### src/rtl/sel_line_pkt_pkg.sv
package sel_line_pkt_pkg;

    // line codes carried by bits 5:4 of a joypad port write
    typedef enum logic [1:0] {
        LN_RESTART = 2'd0,
        LN_MARK    = 2'd1,
        LN_STOP    = 2'd2,
        LN_RELEASE = 2'd3
    } line_code_t;

endpackage

### src/rtl/sel_line_filter.sv
module sel_line_filter
    import sel_line_pkt_pkg::*;
(
    input  logic       clk,
    input  logic       rst_n,
    input  logic       we,
    input  logic [1:0] val,
    output logic       restart,
    output logic       fresh,
    output line_code_t code
);

    typedef struct packed {
        line_code_t last;
    } flt_state_t;

    flt_state_t st_d, st_q;

    always_comb begin
        st_d    = st_q;
        code    = line_code_t'(val);
        restart = we && (code == LN_RESTART);
        fresh   = we && (code != st_q.last);
        if (we) begin
            st_d.last = code;
        end
    end

    always_ff @(posedge clk) begin
        if (!rst_n) begin
            st_q.last <= LN_RESTART;
        end else begin
            st_q <= st_d;
        end
    end

endmodule

### src/rtl/sel_line_seq.sv
module sel_line_seq
    import sel_line_pkt_pkg::*;
#(
    parameter int PKT_BITS = 128,
    parameter int CTRL_W   = 2,
    localparam int POS_W   = $clog2(PKT_BITS),
    localparam int IDX_W   = POS_W + 2
) (
    input  logic              clk,
    input  logic              rst_n,
    input  logic              restart,
    input  logic              fresh,
    input  line_code_t        code,
    input  logic [CTRL_W-1:0] ctrl_mask,
    output logic              set_en,
    output logic [POS_W-1:0]  set_pos,
    output logic              pkt_valid,
    output logic [CTRL_W-1:0] ctrl_idx
);

    typedef logic signed [IDX_W-1:0] idx_t;

    localparam idx_t IDX_NONE  = idx_t'(-1);
    localparam idx_t IDX_ONE   = idx_t'(1);
    localparam idx_t IDX_FULL  = idx_t'(PKT_BITS);
    localparam idx_t IDX_DONE  = idx_t'(PKT_BITS + 1);
    localparam idx_t IDX_BOTH  = idx_t'(PKT_BITS + 7);
    localparam idx_t MARK_A    = idx_t'(2);
    localparam idx_t MARK_B    = idx_t'(4);
    localparam logic [CTRL_W-1:0] CTRL_ONE = 1;

    typedef struct packed {
        idx_t              idx;
        logic [CTRL_W-1:0] ctrl;
        logic              valid;
    } seq_state_t;

    seq_state_t st_d, st_q;

    always_comb begin
        st_d       = st_q;
        st_d.valid = 1'b0;
        set_en     = 1'b0;
        set_pos    = st_q.idx[POS_W-1:0];
        if (restart) begin
            st_d.idx = IDX_NONE;
        end else if (fresh) begin
            if (st_q.idx > IDX_FULL) begin
                unique case (code)
                    LN_MARK:    st_d.idx = st_q.idx | MARK_A;
                    LN_STOP:    st_d.idx = st_q.idx | MARK_B;
                    LN_RELEASE: begin
                        if (st_q.idx == IDX_BOTH) begin
                            st_d.idx  = st_q.idx & ~(MARK_A | MARK_B);
                            st_d.ctrl = (st_q.ctrl + CTRL_ONE) & ctrl_mask;
                        end
                    end
                    default: ;
                endcase
            end else if (st_q.idx == IDX_FULL) begin
                if (code == LN_STOP) begin
                    st_d.valid = 1'b1;
                    st_d.idx   = IDX_DONE;
                end
            end else begin
                unique case (code)
                    LN_MARK:    set_en   = (st_q.idx >= 0);
                    LN_RELEASE: st_d.idx = st_q.idx + IDX_ONE;
                    default: ;
                endcase
            end
        end
    end

    always_ff @(posedge clk) begin
        if (!rst_n) begin
            st_q.idx   <= IDX_NONE;
            st_q.ctrl  <= '0;
            st_q.valid <= 1'b0;
        end else begin
            st_q <= st_d;
        end
    end

    assign pkt_valid = st_q.valid;
    assign ctrl_idx  = st_q.ctrl;


    valid_single_chk: assert property (@(posedge clk) disable iff (!rst_n)
        pkt_valid |=> !pkt_valid);


    idx_range_chk: assert property (@(posedge clk) disable iff (!rst_n)
        (st_q.idx >= IDX_NONE) && (st_q.idx <= IDX_BOTH));


    idx_hold_chk: assert property (@(posedge clk) disable iff (!rst_n)
        (!fresh && !restart) |=> $stable(st_q.idx));


    ctrl_step_chk: assert property (@(posedge clk) disable iff (!rst_n)
        !$stable(ctrl_idx) |-> ($past(st_q.idx) == IDX_BOTH));

endmodule

### src/rtl/sel_line_buffer.sv
module sel_line_buffer #(
    parameter int PKT_BITS = 128,
    localparam int POS_W   = $clog2(PKT_BITS),
    localparam int LANES   = PKT_BITS / 8,
    localparam int LANE_AW = POS_W - 3
) (
    input  logic                clk,
    input  logic                rst_n,
    input  logic                clear,
    input  logic                set_en,
    input  logic [POS_W-1:0]    set_pos,
    output logic [PKT_BITS-1:0] data
);

    for (genvar g = 0; g < LANES; g++) begin : g_lane
        logic [7:0] lane_d, lane_q;
        logic       hit;

        always_comb begin
            hit    = set_en && (set_pos[POS_W-1:3] == LANE_AW'(g));
            lane_d = lane_q;
            if (clear) begin
                lane_d = '0;
            end else if (hit) begin
                lane_d = lane_q | (8'b1 << set_pos[2:0]);
            end
        end

        always_ff @(posedge clk) begin
            if (!rst_n) begin
                lane_q <= '0;
            end else begin
                lane_q <= lane_d;
            end
        end

        assign data[8*g +: 8] = lane_q;
    end


    buf_clear_chk: assert property (@(posedge clk) disable iff (!rst_n)
        clear |=> (data == '0));


    buf_hold_chk: assert property (@(posedge clk) disable iff (!rst_n)
        (!clear && !set_en) |=> $stable(data));

endmodule

### src/rtl/sel_line_pkt_rx.sv
module sel_line_pkt_rx
    import sel_line_pkt_pkg::*;
#(
    parameter int PKT_BYTES = 16,
    parameter int CTRL_W    = 2,
    localparam int PKT_BITS = PKT_BYTES * 8,
    localparam int POS_W    = $clog2(PKT_BITS)
) (
    input  logic                clk,
    input  logic                rst_n,
    input  logic                line_we,
    input  logic [1:0]          line_val,
    input  logic [CTRL_W-1:0]   ctrl_mask,
    output logic [PKT_BITS-1:0] pkt_data,
    output logic                pkt_valid,
    output logic [CTRL_W-1:0]   ctrl_idx
);

    logic             restart;
    logic             fresh;
    line_code_t       code;
    logic             set_en;
    logic [POS_W-1:0] set_pos;

    sel_line_filter i_filter (
        .clk     (clk),
        .rst_n   (rst_n),
        .we      (line_we),
        .val     (line_val),
        .restart (restart),
        .fresh   (fresh),
        .code    (code)
    );

    sel_line_seq #(
        .PKT_BITS (PKT_BITS),
        .CTRL_W   (CTRL_W)
    ) i_seq (
        .clk       (clk),
        .rst_n     (rst_n),
        .restart   (restart),
        .fresh     (fresh),
        .code      (code),
        .ctrl_mask (ctrl_mask),
        .set_en    (set_en),
        .set_pos   (set_pos),
        .pkt_valid (pkt_valid),
        .ctrl_idx  (ctrl_idx)
    );

    sel_line_buffer #(
        .PKT_BITS (PKT_BITS)
    ) i_buffer (
        .clk     (clk),
        .rst_n   (rst_n),
        .clear   (restart),
        .set_en  (set_en),
        .set_pos (set_pos),
        .data    (pkt_data)
    );


    quiet_cycle_chk: assert property (@(posedge clk) disable iff (!rst_n)
        !line_we |=> ($stable(pkt_data) && !pkt_valid && $stable(ctrl_idx)));

endmodule

### config.mk
export PLATFORM = sky130hd
export DESIGN_NAME = sel_line_pkt_rx
export DESIGN_NICKNAME = d
export VERILOG_FILES = /design/src/rtl/sel_line_pkt_pkg.sv /design/src/rtl/sel_line_filter.sv /design/src/rtl/sel_line_seq.sv /design/src/rtl/sel_line_buffer.sv /design/src/rtl/sel_line_pkt_rx.sv
export SDC_FILE = /design/constraint.sdc
export NUM_CORES = 1
export LEC_CHECK = 0
export ABC_AREA = 1
export CAP_MARGIN = 20
export CORE_MARGIN = 1
export CORE_UTILIZATION = 55
export DETAILED_ROUTE_END_ITERATION = 16
export DONT_BUFFER_PORTS = 1
export GPL_ROUTABILITY_DRIVEN = 0
export PLACE_DENSITY = 0.7
export SLEW_MARGIN = 20
export SYNTH_ARGS = -nofsm -noshare
export SYNTH_HDL_FRONTEND = slang
export SYNTH_SLANG_ARGS = --single-unit
export TNS_END_PERCENT = 1
### constraint.sdc
create_clock -name clk -period 2.1 [get_ports clk]
set_input_delay 0.42 -clock clk [delete_from_list [all_inputs] [get_ports clk]]
set_output_delay 0.42 -clock clk [all_outputs]
set_load 0.02 [all_outputs]
==> results_dict.tcl, run 1 <==
set metrics [dict create \
    fin_cells 995 \
    detail_route.iter0.violations 578 \
    irDropWorstVdd_uv 681 \
    final.setup.tns_ns 0 \
    placed_cells 964 \
    globalRouteTotalUtil_pct 29.8 \
    floorplan.initialDensity_pct 56.8 \
    timing.critical_path.to_type "flop" \
    flow.area_growth_from_synthesis_pct 12.4 \
    cts_hold_buffers 2 \
    critical_path_peak_fanout 9 \
    synth-adder-area-share_pct 1.21 \
    antenna_violations_before_repair 0 \
    drc_errors 0 \
    yosys_register_bits 142 \
    worst_hold_path.num_cells 2 \
    worst_slew_slack_as_a_fraction_of_its_limit_pct 44.1 \
    vias 5707 \
    die_x_um 108 \
    power_w 0.00577 \
    floorplan.rows 38 \
    synth_top_area_share_pct 46.0 \
    detailed_place_hpwl_um 11200 \
    antenna_left 0 \
    hold_class "primary input to flop" \
    num_antenna_cells 0 \
    grt_setup_unrepaired "false" \
    largest_net_degree_at_the_start_of_global_routing 67 \
    die_area_um2 11700 \
    leading_post_synthesis_cells_by_instance_count "nand2_1 (152), nand3_1 (144), dfxtp_1 (142)" \
    worst_setup_slack_before_clock_tree_synthesis_ns 0.225 \
    finalCritPeriodShare_pct 90.0 \
    worstSetupPathType "flop to flop" \
    clock_sink_count 142 \
    final.setup.worst_slack_ns 0.210 \
    routed_via_density 5.74 \
    p_per_area_nw_per_um2 830 \
    setup.worst_path.start "i_seq.set_pos[0]" \
    post_cts_buffers 0 \
    leading_cell_type_by_number_of_instances_after_synthesis "nand2_1" \
    report.final.setup_viol 0 \
    clock_tree.buffer_depth 2 \
    htreeDepth 4 \
    multiplexer_share_of_the_synthesized_area_pct 0 \
    synth_xor_area_share_pct 0.708 \
    share_of_the_synthesized_area_in_compound_gates_ao_oa_aoi_oai_pct 10.8 \
    grt.overflow.total 0 \
    synth-seq-area-share_pct 46.0 \
    cpPeakStageDelay_ns 0.41 \
    p_leak_nw 2.76 \
    post-route-min-period_ns 1.89 \
    wire_length_of_the_first_global_routing_pass_um 26700 \
    port-buffer-count 0 \
    detail_route.first_pass.iterations 8 \
    post_synthesis_net_count 851 \
    crit_cells 11 \
    synth.lib_cells_used.distinct 22 \
    max_slew.worst_pin.slew_ns 0.837 \
    cell_type_with_the_largest_total_area_after_synthesis "dfxtp_1" \
    endpoint_arrival_time_on_the_critical_path_ns 2.35 \
    synth-edff-count 0 \
    postRouteWirelength_um 17000 \
    async_flop_share_pct 0 \
    fin_nets 858 \
    worst_hold_margin_ns 0.0231 \
    postSynthAreaPerCell_um2 7.38 \
    outcome "finished clean" \
    post_cts_resized 0 \
    max_slew_violation_count 0 \
    r2r.worst_path.cells 11 \
    fp.coreArea_um2 10900 \
    crit_path_start_kind "flop" \
    max_capacitance_violation_count 0 \
    cell_area_after_synthesis_um2 6190 \
    dominant_combinational_cell_family_by_area_after_synthesis "simple AND/OR/NAND/NOR gates" \
    clk_latency_ns 0.53 \
    report.final.hold_viol_count 0 \
    cts_buffers 17 \
    critical_path.slowest_cell "dfxtp_1" \
    io-pin-count 138 \
    filler_cell_count 939 \
    netlist_top_cells_area "dfxtp_1 (46%), nand3_1 (12%), a21oi_1 (11%), nand2_1 (9.2%), or2_2 (8.2%)" \
    number_of_global_route_vias_before_repair 5435 \
    series_of_cell_instances_along_the_critical_path "inv_1, ha_1, nand2_1, nor2_1, nand2_1, nor2_1, nor2_1, nand3_2, inv_2, nand2_1, nand3_1" \
    layout-drive-gt1-share_pct 16.6 \
    ys.flop_type "dfxtp_1" \
    cts.clk_slew.worst_paths_ns 0.06 \
    critical-path-top-delay-family "simple AND/OR/NAND/NOR gates" \
    critical_path.n_buffers_inverters 2 \
    hold_path.startpoint "rst_n" \
    fmax_mhz 529 \
    chipHeight_um 108 \
    synth-warning-count 0 \
    worst_r2r_startpoint "i_seq.set_pos[0]" \
    syn-instance-count 838 \
    finClkSkew_ns 0.00665 \
    tritoncts_clock_tree "built" \
    synthSimpleGateAreaFrac_pct 33.1 \
    routed_wire_length_per_instance_um 17.1 \
    worst_ep_required_time_ns 2.56 \
    ctsRootBufferMaster "clkbuf_8" \
]
through the flow:
stage	util [%]	instance area (µm²)
after global routing	63.9	6960
after global placement	58.9	6410
after detailed placement	58.9	6410
after floorplan	-	6190
final	63.9	6960
after CTS	63.9	6960
final cells by class:
class / count / area (µm²) / area share (%)
Tap cell: 140 / 175 / 2.52
Timing Repair Buffer: 31 / 288 / 4.14
Clock buffer: 23 / 457 / 6.57
Multi-Input combinational cell: 578 / 2850 / 40.9
Clock inverter: 6 / 63.8 / 0.917
Sequential cell: 142 / 2840 / 40.9
Inverter: 75 / 282 / 4.05
worst register-to-register path: stages, from the launching register on:
cell and delay, ns:
dfxtp_1 0.41, inv_1 0.09, ha_1 0.23, nand2_1 0.07
nor2_1 0.04, nand2_1 0.20, nor2_1 0.09, nor2_1 0.17
nand3_2 0.21, inv_2 0.15, nand2_1 0.07, nand3_1 0.08
state kept, by name, indices dropped and copies added (netlist names):
register                flops
i_buffer.g_lane.lane_q    128
i_seq.ctrl_idx              2
i_seq.st_q                  2
i_seq.set_pos               7
i_filter.st_q               2
i_seq.pkt_valid             1
per-layer routing:
metal  GRT usage, %  vias up  wire length, µm
li1               -     2743                -
met1           35.2     2674             6670
met2           49.8      258             8280
met3           9.70       32             1650
met4           11.6        0              372
met5              0        -                0
power breakdown:
group          switching, W  internal, W
registers         0.0000173      0.00271
clock network       0.00108      0.00161
logic              0.000234     0.000124
total               0.00133      0.00444
final timing paths:
check / endpoint / slack (ns)
setup reg to reg: i_seq.set_pos[0] / 0.21
hold / removal: i_filter.st_q[0] / 0.02
hold reg to reg: i_seq.st_q[11] / 0.52
setup / recovery: i_seq.set_pos[0] / 0.21
logic make-up (layout without fill, tap and decap cells):
group                    after synthesis  in the layout
adder cells (fa/ha/maj)                6              6
XOR/XNOR                               5              5
AO/OA/AOI/OAI                        134            134
AND/OR/NAND/NOR                      433            433
flip-flops                           142            142
buffers and inverters                118            135
placed cells by master (no fill, tap or decap), drive strengths merged:
master	count
buf	29
nand2	153
clkinv	4
nand4	5
nor3	6
a21oi	130
dlygate4sd3	2
dfxtp	142
ha	6
inv	74
clkinvlp	2
nor2	43
o21ai	4
xor2	5
clkbuf	23
or2	81
bufinv	1
nand3	145
Power figures use the tool's default switching activity.
==> inputs of run 2 (changes only) <==
CELL_PAD_IN_SITES_DETAIL_PLACEMENT = 1   (was not set)
CELL_PAD_IN_SITES_GLOBAL_PLACEMENT = 1   (was not set)
CORE_UTILIZATION = 45   (was 55)
PLACE_DENSITY = not set   (was 0.7)
PLACE_DENSITY_LB_ADDON = 0.1   (was not set)
==> results_dict.tcl, run 2 (synthesis results as in run 1) <==
set metrics [dict create \
    regToRegEndpoint "i_seq.st_q[10]" \
    post-route-min-period_ns 1.89 \
    htreeDepth 4 \
    fp.coreArea_um2 13300 \
    detailed_place_hpwl_um 13700 \
    largest_register "i_buffer.g_lane.lane_q" \
    clock_tree.buffer_depth 2 \
    detail_route.iter0.violations 313 \
    r2r.worst_path.cells 11 \
    max_slew_violation_count 0 \
    hold_path.startpoint "line_we" \
    num_antenna_cells 0 \
    globalRouteTotalUtil_pct 29.4 \
    number_of_global_route_vias_before_repair 6094 \
    worst_hold_path.num_cells 1 \
    p_leak_nw 2.81 \
    met1_length_um 7930 \
    endpoint_arrival_time_on_the_critical_path_ns 2.25 \
    max_slew.worst_pin.slew_ns 0.834 \
    p_per_area_nw_per_um2 855 \
    worst_hold_path.endpoint "i_filter.st_q[0]" \
    drc_errors 0 \
    wire_length_of_the_first_global_routing_pass_um 32100 \
    largest_register_ffs 128 \
    cts_hold_buffers 0 \
    worst_ep_required_time_ns 2.46 \
    io-pin-count 138 \
    route.met3.wl_um 1450 \
    finalCritPeriodShare_pct 90.2 \
    detail_route.first_pass.iterations 5 \
    floorplan.rows 42 \
    max_capacitance_violation_count 0 \
    finClkSkew_ns 0.00786 \
    vias 5824 \
    clk_latency_ns 0.43 \
    largest_net_degree_at_the_start_of_global_routing 66 \
    worstSetupPathType "flop to flop" \
    clock_sink_count 142 \
    met2RoutedLength_um 10300 \
    report.final.setup_viol 0 \
    routed_wire_length_per_instance_um 19.6 \
    layout.cells.most_common "nand2_1" \
    fin_nets 862 \
    routed_via_density 5.62 \
    rrSetupSlack_ns 0.21 \
    fmax_mhz 528 \
    die_x_um 119 \
    fin_area_um2 7090 \
    floorplan.initialDensity_pct 46.3 \
    cts.clk_slew.worst_paths_ns 0.06 \
    layout-drive-gt1-share_pct 18.0 \
    antenna_violations_before_repair 0 \
    postRouteWirelength_um 20300 \
    flow.area_growth_from_synthesis_pct 14.6 \
    die_area_um2 14200 \
    antenna_left 0 \
    port-buffer-count 0 \
    hold_class "primary input to flop" \
    grt_setup_unrepaired "false" \
    ctsRootBufferMaster "clkbuf_16" \
    grt.overflow.total 0 \
    highest-signal-layer "met4" \
    crit_path_start_kind "flop" \
    worst_slew_slack_as_a_fraction_of_its_limit_pct 44.3 \
    tritoncts_clock_tree "built" \
    worst_r2r_startpoint "i_seq.set_pos[1]" \
    report.final.hold_viol_count 0 \
    chipHeight_um 119 \
    cts_buffers 17 \
    placed_cell_area_um2 6500 \
    final.setup.tns_ns 0 \
    irDropWorstVdd_uv 585 \
    final_cell_mix "nand2_1 (151), nand3_1 (144), dfxtp_1 (141)" \
    outcome "finished clean" \
    critical_path_peak_fanout 9 \
    timing.critical_path.to_type "flop" \
]
==> run 2: cell count changes in the layout (fill, tap and decap cells not counted), sizes merged <==
cell / delta
buf: +6
clkinvlp: +1
bufinv: +1
clkinv: +3
dlygate4sd3: -2
clkbuf: -3
==> run 2: cell type report <==
class | count | area, µm²
clock buffers | 20 | 467
flip-flops and latches | 142 | 2840
inverters | 75 | 282
clock inverters | 11 | 116
repair buffers | 35 | 313
fillers | 1703 | 6260
multi-input cells | 578 | 2850
well taps | 176 | 220
==> run 2: worst max path at each step <==
stage                startpoint                      endpoint  slack (ns)  cells past startpoint
2_1_floorplan  i_seq.set_pos[0]                i_seq.st_q[11]        0.53                     10
6_report       i_seq.set_pos[1]                i_seq.st_q[10]        0.21                     11
5_1_grt        i_seq.set_pos[1]              i_seq.set_pos[2]        0.03                     11
3_5_place_dp   i_seq.set_pos[0]              i_seq.set_pos[3]        0.22                     11
4_1_cts        i_seq.set_pos[0]                i_seq.st_q[10]        0.16                     11
3_3_place_gp        line_val[1]  i_buffer.g_lane[6].lane_q[7]        0.29                     10
==> run 2: worst max-delay path, stage by stage (launching register included) <==
cell,delay [ns]
dfxtp_1,0.39
inv_1,0.10
ha_1,0.23
nand2_1,0.08
nor2_1,0.04
nand2_1,0.18
nor2_1,0.08
nor2_1,0.17
nand3_2,0.22
inv_2,0.17
nand2_1,0.09
nand3_1,0.07
==> run 2: power by group <==
part,switching [W],internal [W]
logic,0.000248,0.000123
clock network,0.00115,0.00182
registers,0.0000145,0.00271
total,0.00141,0.00465
==> run 2: what timing repair did <==
item	4_1_cts	5_1_grt
setup buffers	0	0
endpoints found under the setup margin	0	6
resized for setup	0	1
==> run 2: metal layers <==
metal	GRT usage, %	vias up
met3	10.4	44
met4	12.7	0
li1	-	2755
met2	51.7	174
met5	0	-
met1	31.7	2851
==> run 2: stage by stage <==
| stage | hold WS [ns] | power [W] | std cells | utilization, % | setup slack [ns] |
|---|---|---|---|---|---|
| after floorplan | 0.478 | 0.00302 | 838 | - | 0.527 |
| after global placement | 0.500 | 0.00313 | 1006 | 48.7 | 0.291 |
| after detailed placement | 0.518 | 0.00314 | 1006 | 48.7 | 0.222 |
| after CTS | 0.0633 | 0.00611 | 1037 | 53.1 | 0.160 |
| after global routing | 0.0621 | 0.00626 | 1037 | 53.1 | 0.0329 |
| final | 0.0854 | 0.00606 | 1037 | 53.1 | 0.206 |
==> inputs of run 3 (changes only) <==
CORE_ASPECT_RATIO = 0.5   (was not set)
==> results_dict.tcl, run 3 (synthesis results as in run 1) <==
set metrics [dict create \
    die_area_um2 14200 \
    critical_path.slowest_cell "dfxtp_1" \
    outcome "finished clean" \
    detail_route.first_pass.iterations 4 \
    largest_register_ffs 128 \
    detailed_place_hpwl_um 13200 \
    number_of_global_route_vias_before_repair 5843 \
    routed_wire_length_per_instance_um 19.4 \
    post_cts_resized 0 \
    clock_power_share_pct 49.2 \
    post-route-min-period_ns 1.86 \
    vias 5748 \
    cpPeakStageDelay_ns 0.43 \
    antenna_violations_before_repair 1 \
    postRouteWirelength_um 20100 \
    globalRouteTotalUtil_pct 28.9 \
    irDropWorstVdd_uv 442 \
    io-pin-count 138 \
    fmax_mhz 537 \
    largest_register "i_buffer.g_lane.lane_q" \
    fp.coreArea_um2 13000 \
    clk_latency_ns 0.42 \
    critical_path_peak_fanout 13 \
    htreeDepth 4 \
    share_comb_of_total_power_pct 6.3 \
    largest_net_degree_at_the_start_of_global_routing 108 \
    internal_power_w 0.00454 \
    p_leak_nw 2.84 \
    crit_path_start_kind "flop" \
    cts_hold_buffers 0 \
    floorplan.rows 29 \
    floorplan.initialDensity_pct 47.5 \
    power_switching_w 0.00156 \
    filler_cell_count 1627 \
    report.final.hold_viol_count 0 \
    series_of_cell_instances_along_the_critical_path "inv_1, ha_1, nand2_1, inv_1, or2_2, nand3_1, a21oi_1" \
    num_antenna_cells 0 \
    tritoncts_clock_tree "built" \
    worst_path_most_repeated_cell "inv_1" \
    timing.critical_path.to_type "flop" \
    worst_ep_required_time_ns 2.37 \
    antenna_left 0 \
    chipHeight_um 84.9 \
    clock_sink_count 142 \
    final_cell_mix "nand2_1 (151), nand3_1 (144), dfxtp_1 (142)" \
    endpoint_arrival_time_on_the_critical_path_ns 2.13 \
    layout.cells.most_common "nand2_1" \
    grt.overflow.total 0 \
    final.setup.worst_slack_ns 0.237 \
    grt_setup_unrepaired "false" \
    final.setup.tns_ns 0 \
    wire_length_of_the_first_global_routing_pass_um 32000 \
    max_slew_violation_count 0 \
    drc_errors 0 \
    post_cts_buffers 0 \
    worstSetupPathType "flop to flop" \
    worst_slew_slack_as_a_fraction_of_its_limit_pct 47.5 \
    cts_buffers 17 \
    layout-drive-gt1-share_pct 18.8 \
    switching_share_pct 25.5 \
    seq_power_share_pct 44.6 \
    routed_via_density 5.54 \
    rrSetupSlack_ns 0.24 \
    die_x_um 168 \
    finClkSkew_ns 0.0132 \
    clock_tree.buffer_depth 2 \
    fin_nets 868 \
    max_capacitance_violation_count 0 \
    p_per_area_nw_per_um2 855 \
    report.final.setup_viol 0 \
    max_slew.worst_pin.slew_ns 0.787 \
    flow.area_growth_from_synthesis_pct 15.3 \
    finalCritPeriodShare_pct 88.7 \
    worst_setup_slack_before_clock_tree_synthesis_ns 0.207 \
    cts.clk_slew.worst_paths_ns 0.07 \
    detail_route.iter0.violations 360 \
    ctsRootBufferMaster "clkbuf_16" \
    port-buffer-count 0 \
    hold_class "primary input to flop" \
]
[run 3: power by group through the flow]
stage | Clock [W] | Combinational [W] | Sequential, W
3_5_place_dp | 0 | 0.000376 | 0.00278
5_1_grt | 0.00317 | 0.000419 | 0.00272
4_1_cts | 0.00304 | 0.000380 | 0.00272
6_report | 0.00300 | 0.000383 | 0.00272
2_1_floorplan | 0 | 0.000251 | 0.00277
3_3_place_gp | 0 | 0.000368 | 0.00278
[run 3: worst max-delay path, delay by kind of cell, from the launching register on]
kind                       cells  cell delay, ns
and+or+nand+nor                3            0.59
adders and majority gates      1            0.22
buffers and inverters          2            0.41
AOI/OAI and AO/OA              1            0.06
DFF                            1            0.43
[run 3: cell type report]
class,instances,area (µm²),area share [%]
timing repair buffer,41,358,5.02
tap,170,213,2.98
clock buffer,18,439,6.16
sequential,142,2840,39.9
multi-input combinational,578,2850,40.0
inverter,75,282,3.95
clock inverter,14,145,2.04
[run 3: stage by stage]
step	hold slack (ns)	power [W]	instance area [µm²]	instances	util [%]
2_1_floorplan	0.478	0.00302	6190	838	-
3_3_place_gp	0.506	0.00315	6550	1006	50.2
3_5_place_dp	0.514	0.00315	6550	1006	50.2
4_1_cts	0.0776	0.00614	7130	1038	54.7
5_1_grt	0.0801	0.00631	7130	1038	54.7
6_report	0.0892	0.00610	7130	1038	54.7
[run 3: routing by layer]
layer | GRT usage, % | up-vias | part of all wire [%]
li1 | - | 2758 | -
met1 | 35.6 | 2807 | 45
met2 | 48.7 | 150 | 47
met3 | 9.42 | 31 | 7.4
met4 | 8.01 | 2 | 1.4
met5 | 0 | - | 0.085
[run 3: worst paths after layout]
kind / startpoint / depth (start not counted) / end
min: line_we / 1 / i_filter.st_q[0]
min reg2reg: i_seq.st_q[11] / 2 / i_seq.st_q[11]
max reg2reg: i_seq.set_pos[0] / 7 / i_buffer.g_lane[6].lane_q[2]
max: i_seq.set_pos[0] / 7 / i_buffer.g_lane[6].lane_q[2]
